<file path="src/rtl/resv_pkg.sv">
package resv_pkg;

    // Outcome of a store-conditional as seen by the response stage
    typedef enum logic [1:0] {
        SC_IDLE = 2'd0,
        SC_PASS = 2'd1,
        SC_FAIL = 2'd2
    } sc_outcome_e;

    function automatic sc_outcome_e judge_sc(
        input logic req,
        input logic armed,
        input logic line_hit,
        input logic killed
    );
        if (!req)
            return SC_IDLE;
        else if (armed && line_hit && !killed)
            return SC_PASS;
        else
            return SC_FAIL;
    endfunction

endpackage

</file>
<file path="src/rtl/line_cmp.sv">
module line_cmp #(
    parameter int AW    = 32,
    parameter int OFF_W = 6
) (
    input  logic          en_i,
    input  logic [AW-1:0] addr_i,
    input  logic [AW-OFF_W-1:0] line_i,
    output logic          hit_o
);
    localparam int LW = AW - OFF_W;

    logic [LW-1:0] addr_line;

    always_comb begin
        addr_line = addr_i[AW-1:OFF_W];
        hit_o     = en_i && (addr_line == line_i);
    end
endmodule

</file>
<file path="src/rtl/kill_detect.sv">
module kill_detect #(
    parameter int AW    = 32,
    parameter int OFF_W = 6,
    parameter int N_OBS = 4
) (
    input  logic                  armed_i,
    input  logic [AW-OFF_W-1:0]   line_i,
    input  logic [N_OBS-1:0]      st_seen_i,
    input  logic [N_OBS*AW-1:0]   st_addr_i,
    output logic [N_OBS-1:0]      port_hit_o,
    output logic                  kill_o
);
    for (genvar k = 0; k < N_OBS; k++) begin : g_port
        line_cmp #(
            .AW    (AW),
            .OFF_W (OFF_W)
        ) cmp_i (
            .en_i   (st_seen_i[k]),
            .addr_i (st_addr_i[k*AW +: AW]),
            .line_i (line_i),
            .hit_o  (port_hit_o[k])
        );
    end

    always_comb begin
        kill_o = armed_i && (|port_hit_o);
    end
endmodule

</file>
<file path="src/rtl/linked_resv_unit.sv">
module linked_resv_unit
    import resv_pkg::*;
#(
    parameter int AW    = 32,
    parameter int DW    = 32,
    parameter int OFF_W = 6,
    parameter int N_OBS = 4
) (
    input  logic                clk_i,
    input  logic                rst_ni,
    input  logic                ll_req_i,
    input  logic [AW-1:0]       ll_addr_i,
    input  logic                sc_req_i,
    input  logic [AW-1:0]       sc_addr_i,
    input  logic [DW-1:0]       sc_data_i,
    input  logic [N_OBS-1:0]    st_seen_i,
    input  logic [N_OBS*AW-1:0] st_addr_i,
    output logic                sc_done_o,
    output logic                sc_ok_o,
    output logic                cc_fail_o,
    output logic                mem_we_o,
    output logic [AW-1:0]       mem_addr_o,
    output logic [DW-1:0]       mem_data_o
);
    localparam int LW = AW - OFF_W;

    typedef struct packed {
        logic          armed;
        logic [LW-1:0] line;
        logic          done;
        logic          ok;
        logic          cc_fail;
        logic          we;
        logic [AW-1:0] waddr;
        logic [DW-1:0] wdata;
    } resv_state_t;

    resv_state_t st_d, st_q;

    logic [N_OBS-1:0] port_hit;
    logic             kill_hit;
    logic             sc_line_hit;
    sc_outcome_e      outcome;

    kill_detect #(
        .AW    (AW),
        .OFF_W (OFF_W),
        .N_OBS (N_OBS)
    ) kill_i (
        .armed_i    (st_q.armed),
        .line_i     (st_q.line),
        .st_seen_i  (st_seen_i),
        .st_addr_i  (st_addr_i),
        .port_hit_o (port_hit),
        .kill_o     (kill_hit)
    );

    line_cmp #(
        .AW    (AW),
        .OFF_W (OFF_W)
    ) sc_cmp_i (
        .en_i   (sc_req_i),
        .addr_i (sc_addr_i),
        .line_i (st_q.line),
        .hit_o  (sc_line_hit)
    );

    always_comb begin
        st_d      = st_q;
        st_d.done = 1'b0;
        st_d.we   = 1'b0;
        outcome   = judge_sc(sc_req_i, st_q.armed, sc_line_hit, kill_hit);

        if (outcome != SC_IDLE) begin
            st_d.done    = 1'b1;
            st_d.ok      = (outcome == SC_PASS);
            st_d.cc_fail = (outcome == SC_FAIL);
            st_d.we      = (outcome == SC_PASS);
            st_d.waddr   = sc_addr_i;
            st_d.wdata   = sc_data_i;
        end

        // A new link always wins; otherwise any conditional or hit disarms
        if (ll_req_i) begin
            st_d.armed = 1'b1;
            st_d.line  = ll_addr_i[AW-1:OFF_W];
        end else if (sc_req_i || kill_hit) begin
            st_d.armed = 1'b0;
        end
    end

    always_ff @(posedge clk_i) begin
        if (!rst_ni) begin
            st_q <= '0;
        end else begin
            st_q <= st_d;
        end
    end

    assign sc_done_o  = st_q.done;
    assign sc_ok_o    = st_q.ok;
    assign cc_fail_o  = st_q.cc_fail;
    assign mem_we_o   = st_q.we;
    assign mem_addr_o = st_q.waddr;
    assign mem_data_o = st_q.wdata;

    // a link arms with the requested line
    p_ll_arms_r1: assert property (@(posedge clk_i) disable iff (!rst_ni)
        ll_req_i |=> (st_q.armed && st_q.line == $past(ll_addr_i[AW-1:OFF_W])));

    // a hit from any port without a new link disarms
    p_kill_disarms_r2: assert property (@(posedge clk_i) disable iff (!rst_ni)
        ((|port_hit) && st_q.armed && !ll_req_i) |=> !st_q.armed);

    // a write only follows an armed reservation and a request
    p_we_needs_armed_r4: assert property (@(posedge clk_i) disable iff (!rst_ni)
        mem_we_o |-> ($past(st_q.armed) && $past(sc_req_i)));

    // a failed result raises the condition flag
    p_fail_flag_r5: assert property (@(posedge clk_i) disable iff (!rst_ni)
        (sc_done_o && !sc_ok_o) |-> (cc_fail_o && !mem_we_o));

    // a conditional without a link leaves nothing armed
    p_sc_disarms_r6: assert property (@(posedge clk_i) disable iff (!rst_ni)
        (sc_req_i && !ll_req_i) |=> !st_q.armed);

    // a colliding store beats the conditional
    p_store_wins_r8: assert property (@(posedge clk_i) disable iff (!rst_ni)
        (sc_req_i && kill_hit) |=> (sc_done_o && !mem_we_o));

    // the flag only moves with a result
    p_flag_holds_r5: assert property (@(posedge clk_i) disable iff (!rst_ni)
        !sc_done_o |-> $stable(cc_fail_o));
endmodule

</file>
<file path="config.mk">
export PLATFORM = sky130hd
export DESIGN_NAME = linked_resv_unit
export DESIGN_NICKNAME = d
export VERILOG_FILES = /design/src/rtl/resv_pkg.sv /design/src/rtl/line_cmp.sv /design/src/rtl/kill_detect.sv /design/src/rtl/linked_resv_unit.sv
export SDC_FILE = /design/constraint.sdc
export NUM_CORES = 1
export LEC_CHECK = 0
export CORE_MARGIN = 2
export CORE_UTILIZATION = 42
export CTS_CLUSTER_SIZE = 40
export DETAILED_ROUTE_END_ITERATION = 10
export GPL_TIMING_DRIVEN = 0
export PLACE_DENSITY_LB_ADDON = 0.05
export SETUP_SLACK_MARGIN = 0.3
export SLEW_MARGIN = 20
export SYNTH_ARGS = -nofsm -noshare
export SYNTH_HDL_FRONTEND = slang
export SYNTH_SLANG_ARGS = --single-unit
</file>
<file path="constraint.sdc">
create_clock -name clk_i -period 3.8 [get_ports clk_i]
set_input_delay 0.57 -clock clk_i [delete_from_list [all_inputs] [get_ports clk_i]]
set_output_delay 0.57 -clock clk_i [all_outputs]
set_load 0.1 [all_outputs]
</file>
Word level (Yosys, flattened, before mapping)
Cells that the tools add are included.

word-level totals
  input bits = 232
  word-level logic and storage cells = 34
  bits in writable memories = 0
  register bits after elaboration = 95
  ROM bits = 0
  latch bits = 0
  output and inout bits = 68
  memories kept = 0

cells by class
  magnitude comparators = 0
  divide/modulo/power cells = 0
  shift-type cells = 0
  equal/unequal tests = 7
  $add $sub $neg = 0
  muxes and demuxes = 5
  bitwise operators = 0
  reduce and logical (&&, ||, !) cells = 14
  multiply operators = 0

operators with widths
  operator            count
  $eq 26x26->1        5
  $mux 68             1
  $logic_and 1x1->1   8
  $mux 2              2
  $reduce_bool 2->1   2
  $reduce_or 4->1     1
  $eq 2x1->1 const B  1
  $eq 2x2->1 const B  1
  $mux 1              2
  $reduce_and 2->1    1
  $logic_not 1->1     1
  $logic_or 1x1->1    1

Logic depth before layout (Yosys ltp)
Gate-level depths: netlist of the first run.

  depth in word-level cells = 10
  mapped depth = 7
  gate-level depth less buffers = 6

Hierarchy
A second synthesis of the first run with hierarchy kept.

unflattened totals
  cells, all modules = 545
  area, all modules = 5521.5 um2

modules (own cells, without submodules)
  module            cells each  times used  area each (um2)  seq. area each (um2)
  linked_resv_unit  369         1           4058.9           1901.8
  line_cmp          35          5           290.3            0.0
  kill_detect       1           1           11.3             0.0

Least setup slack after synthesis of the first run
Ideal clock, no wire load.

  path type = input to register
  start point = in st_addr_i[87]
  end point = reg st_q, in the netlist mem_we_o
  setup slack = 1.933 ns
  buffers on the path = 0
  cell stages on the path = 6
  arrival = 1.744 ns
  data required time = 3.677 ns
  setup time = 0.123 ns
  cells stage by stage = xnor2_1 > nand4_1 > or4_1 > nor4_1 > or4_1 > a211oi_1

between the ends
  cells in the longest elaborated chain, start to end = 10
  elaborated cells on any way between the ends = 11
  classes of those cells = eq/ne: 2; mux: 2; reduce/logical: 7

ends and longest elaborated chain
  item                               RTL line                source
  start, declared                    linked_resv_unit.sv:17  input logic [N_OBS*AW-1:0] st_addr_i,
  $eq 26x26->1 *                     line_cmp.sv:16          hit_o = en_i && (addr_line == line_i);
  $logic_and 1x1->1 *                line_cmp.sv:16
  $reduce_or 4->1 *                  kill_detect.sv:26       kill_o = armed_i && (|port_hit_o);
  $logic_and 1x1->1 *                kill_detect.sv:26
  $logic_not 1->1 *                  resv_pkg.sv:18          else if (armed && line_hit && !killed)
  $logic_and 1x1->1 *                resv_pkg.sv:18
  $mux 2 *                           resv_pkg.sv:18
  $mux 2 *                           resv_pkg.sv:16          if (!req)
  $reduce_bool 2->1                  linked_resv_unit.sv:74  if (outcome != SC_IDLE) begin
  $reduce_and 2->1 (no source line)  -
  end signal, assigned               linked_resv_unit.sv:96  st_q <= st_d;
  end, declared                      linked_resv_unit.sv:38  resv_state_t st_d, st_q;

Mark *: on every way between the ends. The rest lies on a longest branch, timed or not.
A chain may end at the register's enable or synchronous reset.

Worst setup path after layout of the first run
  start point = reg st_q, in the netlist mem_addr_o[10]
  end point = out mem_addr_o[10]

RTL lines
  item           RTL line                source
  end, declared  linked_resv_unit.sv:22  output logic [AW-1:0] mem_addr_o,

No word-level cell between the ends.

==> results.tsv, run 1 <==
metric	value	unit
Clock Path Buffers	2	
nets	1070	
Clock H-tree levels	3	
commonest cells in the synthesized netlist	xnor2_1 (104), dfxtp_1 (95), nor2_1 (93)	
CORE AREA	0.0125	mm^2
syn nets	792	
dpl ws	1100	ps
share of layout cells above drive strength 1	7.13	%
post_cts resized	0	
clk slew on worst S/H paths	70	ps
WP buf/inv	1	
final WL	21100	um
number of flops mapped to enable cells by yosys	0	
peak supply drop	419	uV
CP Cell Sequence	clkdlybuf4s50_1	
n_diodes	0	
post-route ant nets	0	
cell family with most CP delay	buffers and inverters	
CTS Buf Count	9	
initial drt markers	376	
Post-Syn Instances	560	
port buffer count	267	
Leakage	3.28	nW
Seq cells post-synth	95	
Yosys cell types	31	
Placed Area	0.00823	mm^2
Primary FF master, synth	dfxtp_1	
arrival time at the worst endpoint	1870	ps
Crit Path Category	reg2out	
Period Utilization, post-route	64.1	%
pwr dens	365	mW/mm^2
sequential-to-total area share from yosys stat	35.6	%
grt ovf	0	
post-synth top area cell	dfxtp_1	
RSZ-0062 raised after global routing	false	
DP Wirelength	16500	um
Row Count	41	
min Tclk post-route	2440	ps
clk_lat worst skew	340	ps
Avg Cell Area, Syn	9.54	um^2
cell with the most instances after synthesis	xnor2_1	
Initial Util	42.7	%
Fin Setup TNS	0	ps
max-cap viol count	0	
# IOs	300	
Post-CTS Setup Inserts	0	
Hold Fails Final Rpt	0	
Worst Tran Pin Value	1050	ps
Async S/R FF share, synth	0	%
mapped cell area	0.00534	mm^2
width of the die	117	um
drc violations	0	
initial antenna violation count	0	
CP peak stage delay	1180	ps
drt via density	5.20	
WHS	498	ps
first-pass GRT wire length	30900	um
Final WS setup	1360	ps
FMAX	411	MHz
vias	5277	
synth top area cells	dfxtp_1 (36%), xnor2_1 (17%), mux2i_1 (17%), nor2_1 (6.5%), nand4_1 (6.1%)	
die area	0.0136	mm^2
Final Max Tran Viols	0	
GRT Util Overall	30.7	%
largest net degree at the start of global routing	16	
CTS root buf	clkbuf_16	
CTS tree	built	
hold crit path type	reg2reg	
Yosys top cell area share	35.6	%
Crit. End Element	primary output	
CP Max Fanout	2	
hold_buf cts	0	
drt first pass iters	5	
Rel. slew slack	30.1	%
Final Core Density	68.3	%
final instance area	0.00855	mm^2
wire per inst	20.8	um
setup violators final	0	
post-route clock skew	7.69	ps
Sink Count	95	
slowest cell on the critical path	clkdlybuf4s50_1	
synth warn	0	
Die Ht	117	um
Layout area overhead	60.1	%
vias in the first global route	5477	
routability cong.	0.924	
crit start category	flop	
Worst EP required	3230	ps
status	finished clean	
final timing paths:
| path | endpoint | depth (start not counted) | slack [ps] | from |
|---|---|---|---|---|
| setup / recovery | mem_addr_o[10] | 1 | 1360 | mem_addr_o[10] |
| setup reg to reg | mem_we_o | 7 | 1590 | st_q[76] |
| hold reg to reg | cc_fail_o | 1 | 500 | cc_fail_o |
| hold / removal | cc_fail_o | 1 | 500 | cc_fail_o |
kinds of logic after synthesis:
logic type | share of synthesized area [%]
DFF | 35.6
AOI/OAI and AO/OA | 0.890
muxes | 16.9
and+or+nand+nor | 17.8
buffers and inverters | 5.79
xor gates and xnor gates | 23.0
flip-flops by register name, indices dropped and copies added (netlist names):
| signal | count |
|---|---|
| mem_addr_o | 32 |
| cc_fail_o | 1 |
| mem_data_o | 32 |
| st_q | 27 |
| sc_ok_o | 1 |
| sc_done_o | 1 |
| mem_we_o | 1 |
where the power goes:
part	leakage [nW]	switching, mW	internal (mW)
Clock	0.147	0.380	0.591
Combinational	2.35	0.629	0.442
Sequential	0.785	0.0283	1.05
Total	3.28	1.04	2.09
final cells by class:
class | instances | area, um^2
plain buffers | 46 | 305
inverters | 1 | 3.75
well taps | 172 | 215
repair buffers | 267 | 2670
multi-input cells | 418 | 3130
fillers | 1026 | 3970
clock inverters | 5 | 82.6
flip-flops and latches | 95 | 1900
clock buffers | 10 | 239
placed cells by master, fill, tap and decap left out:
cell type | netlist | routed
buf_2 | 13 | 13
or4_1 | 5 | 5
buf_1 | 6 | 6
nor4_1 | 13 | 13
nor2b_1 | 2 | 2
a21oi_1 | 1 | 1
o21ai_0 | 2 | 2
o211a_1 | 1 | 1
nand3b_1 | 1 | 1
a211oi_1 | 1 | 1
inv_2 | 1 | 1
xnor2_2 | 12 | 12
nor3_1 | 5 | 5
nor2_1 | 93 | 93
clkdlybuf4s50_1 | 0 | 267
and2_1 | 1 | 1
buf_4 | 5 | 5
xnor2_1 | 104 | 104
nand4_1 | 52 | 52
or3b_2 | 1 | 1
clkbuf_8 | 0 | 1
and4_1 | 1 | 1
clkbuf_1 | 9 | 9
xor2_1 | 14 | 14
nand3_1 | 9 | 9
a22oi_1 | 2 | 2
and4b_1 | 1 | 1
bufinv_16 | 0 | 2
and3b_1 | 1 | 1
nand2_1 | 5 | 5
buf_6 | 13 | 13
dfxtp_1 | 95 | 95
mux2i_1 | 90 | 90
clkbuf_16 | 0 | 9
nor4b_1 | 1 | 1
clkinvlp_4 | 0 | 3
routing by layer:
metal | GRT usage (%) | vias up | routed length [um]
met5 | 0 | - | 0
met4 | 15.0 | 0 | 818
met3 | 7.57 | 48 | 2140
met2 | 52.5 | 287 | 10100
met1 | 36.0 | 2465 | 8090
li1 | - | 2477 | -
through the flow:
| stage | power (mW) | std cells |
|---|---|---|
| after floorplan | 1.75 | 560 |
| after global placement | 2.15 | 999 |
| after detailed placement | 2.16 | 999 |
| after CTS | 3.14 | 1014 |
| after global routing | 3.23 | 1014 |
| final | 3.12 | 1014 |
No activity file was read; power rests on OpenSTA's default activity.
==> run 2: changes to the inputs <==
CORE_UTILIZATION = 39   (was 42)
clock period = 2.3 ns   (was 3.8 ns; I/O delays follow)
==> run 2 against run 1 <==
Against the previous run: power increased by 67%; flip-flop and latch count unchanged; design area increased by 0.91%; first-iteration DRC count decreased by 26%; routed wire length decreased by 1.1%; clock-buffer cell count unchanged; critical path depth increased by 6; die area increased by 7.4%; clock skew decreased by 3.3 ps; core utilization decreased by 3.4 points; register-to-register slack got worse by 1300 ps; largest power group unchanged; highest routed layer unchanged.
==> results.tsv, run 2 (synthesis gave the netlist of run 1 again) <==
metric	value	unit
beginning of the worst register-to-register path	st_q[84]	
Rel. slew slack	32.3	%
share of layout cells above drive strength 1	9.38	%
CORE AREA	0.0133	mm^2
most frequent cells in the layout	clkdlybuf4s50_1 (199), dfxtp_1 (95), nor2_1 (93), xnor2_1 (91), mux2i_1 (90)	
Fin Setup TNS	0	ps
post-route ant nets	0	
dpl ws	-283	ps
Layout area overhead	61.5	%
DP Wirelength	16200	um
RSZ-0062 raised after global routing	true	
largest net degree at the start of global routing	16	
max-cap viol count	0	
CTS tree	built	
n_diodes	0	
final instance area	0.00863	mm^2
Worst EP required	2530	ps
Period Utilization, post-route	88.1	%
port buffer count	267	
setup violators final	0	
crit start category	flop	
die area	0.0146	mm^2
vias in the first global route	5581	
grt ovf	0	
Critical Path Start	st_q[84]	
first-pass GRT wire length	30800	um
width of the die	121	um
R2R cell count	7	
pwr dens	604	mW/mm^2
Crit. End Element	flop	
Initial Util	40.2	%
Placed Area	0.00823	mm^2
arrival time at the worst endpoint	2250	ps
final WL	20900	um
CTS root buf	clkbuf_16	
Hold Fails Final Rpt	0	
GRT Util Overall	28.4	%
Sink Count	95	
initial antenna violation count	0	
vias	5189	
Leakage	3.61	nW
Clock H-tree levels	3	
FF-to-FF End	mem_we_o	
FMAX	494	MHz
drt first pass iters	5	
Final Max Tran Viols	0	
Crit Path Category	reg2reg	
Setup crit end	mem_we_o	
nets	1070	
wire per inst	20.5	um
min Tclk post-route	2030	ps
Row Count	42	
Post-CTS Setup Inserts	0	
commonest non-fill, non-tap cell in the layout	clkdlybuf4s50_1	
peak supply drop	575	uV
status	finished clean	
CP Max Fanout	6	
hold crit path type	in2reg	
Worst Tran Pin Value	1020	ps
clk_lat worst skew	340	ps
drc violations	0	
FF-to-FF setup slack	270	ps
Die Ht	121	um
post-route clock skew	4.37	ps
clk slew on worst S/H paths	60	ps
routability cong.	0.939	
drt via density	5.10	
CTS Buf Count	9	
Clock Path Buffers	2	
initial drt markers	280	
# IOs	300	
Final WS setup	274	ps
## run 2: final cells by class
type                    instances  area (um^2)
well taps                     176          220
clock inverters                 5          106
plain buffers                  46          310
flip-flops and latches         95         1900
inverters                       1         3.75
clock buffers                  10          229
repair buffers                267         2590
multi-input cells             418         3270
fillers                      1134         4670
## run 2: layer usage
metal / track usage [%] / vias up / part of all wire, %
met5: 0 / - / 0
met4: 12.1 / 0 / 3.6
met3: 7.38 / 45 / 9.0
met2: 48.9 / 265 / 47
met1: 33.4 / 2400 / 40
li1: - / 2479 / -
## run 2: report_power, final
group | total [mW] | internal [mW] | switching [mW]
clock network | 1.69 | 1.06 | 0.625
registers | 1.79 | 1.74 | 0.0441
logic | 1.74 | 0.698 | 1.04
total | 5.21 | 3.50 | 1.71
## run 2: repair_timing
item                       CTS  global route
cloned                       0             0
hold buffers                 0             0
gates resized for setup     69            21
pin swaps                    0             3
setup endpoints to repair   69             4
## run 2: worst min-delay path by stage
stage | slack, ps | startpoint | end | cells after the start
finish | 450 | ll_req_i | st_q[69] | 3
CTS | 440 | ll_req_i | st_q[69] | 3
floorplan | 450 | st_q[94] | mem_we_o | 1
global route | 470 | ll_req_i | st_q[74] | 3
global placement | 470 | mem_data_o[27] | mem_data_o[27] | 2
detailed placement | 490 | mem_data_o[30] | mem_data_o[30] | 2
## run 2: through the flow
step           hold slack [ps]  instances  power, mW  util [%]
5_1_grt                    467       1018       5.40      64.9
3_3_place_gp               472       1003       3.56      61.9
2_1_floorplan              449        560       2.89         -
4_1_cts                    441       1018       5.22      63.9
3_5_place_dp               487       1003       3.57      61.9
6_report                   448       1018       5.21      64.9
## run 2: critical path, cell delays in order, from the launching register on
cell	delay, ps
dfxtp_1	300
clkbuf_4	210
xnor2_2	260
nand4_1	140
or4_1	550
nor4_2	210
or4_4	190
a211oi_1	60
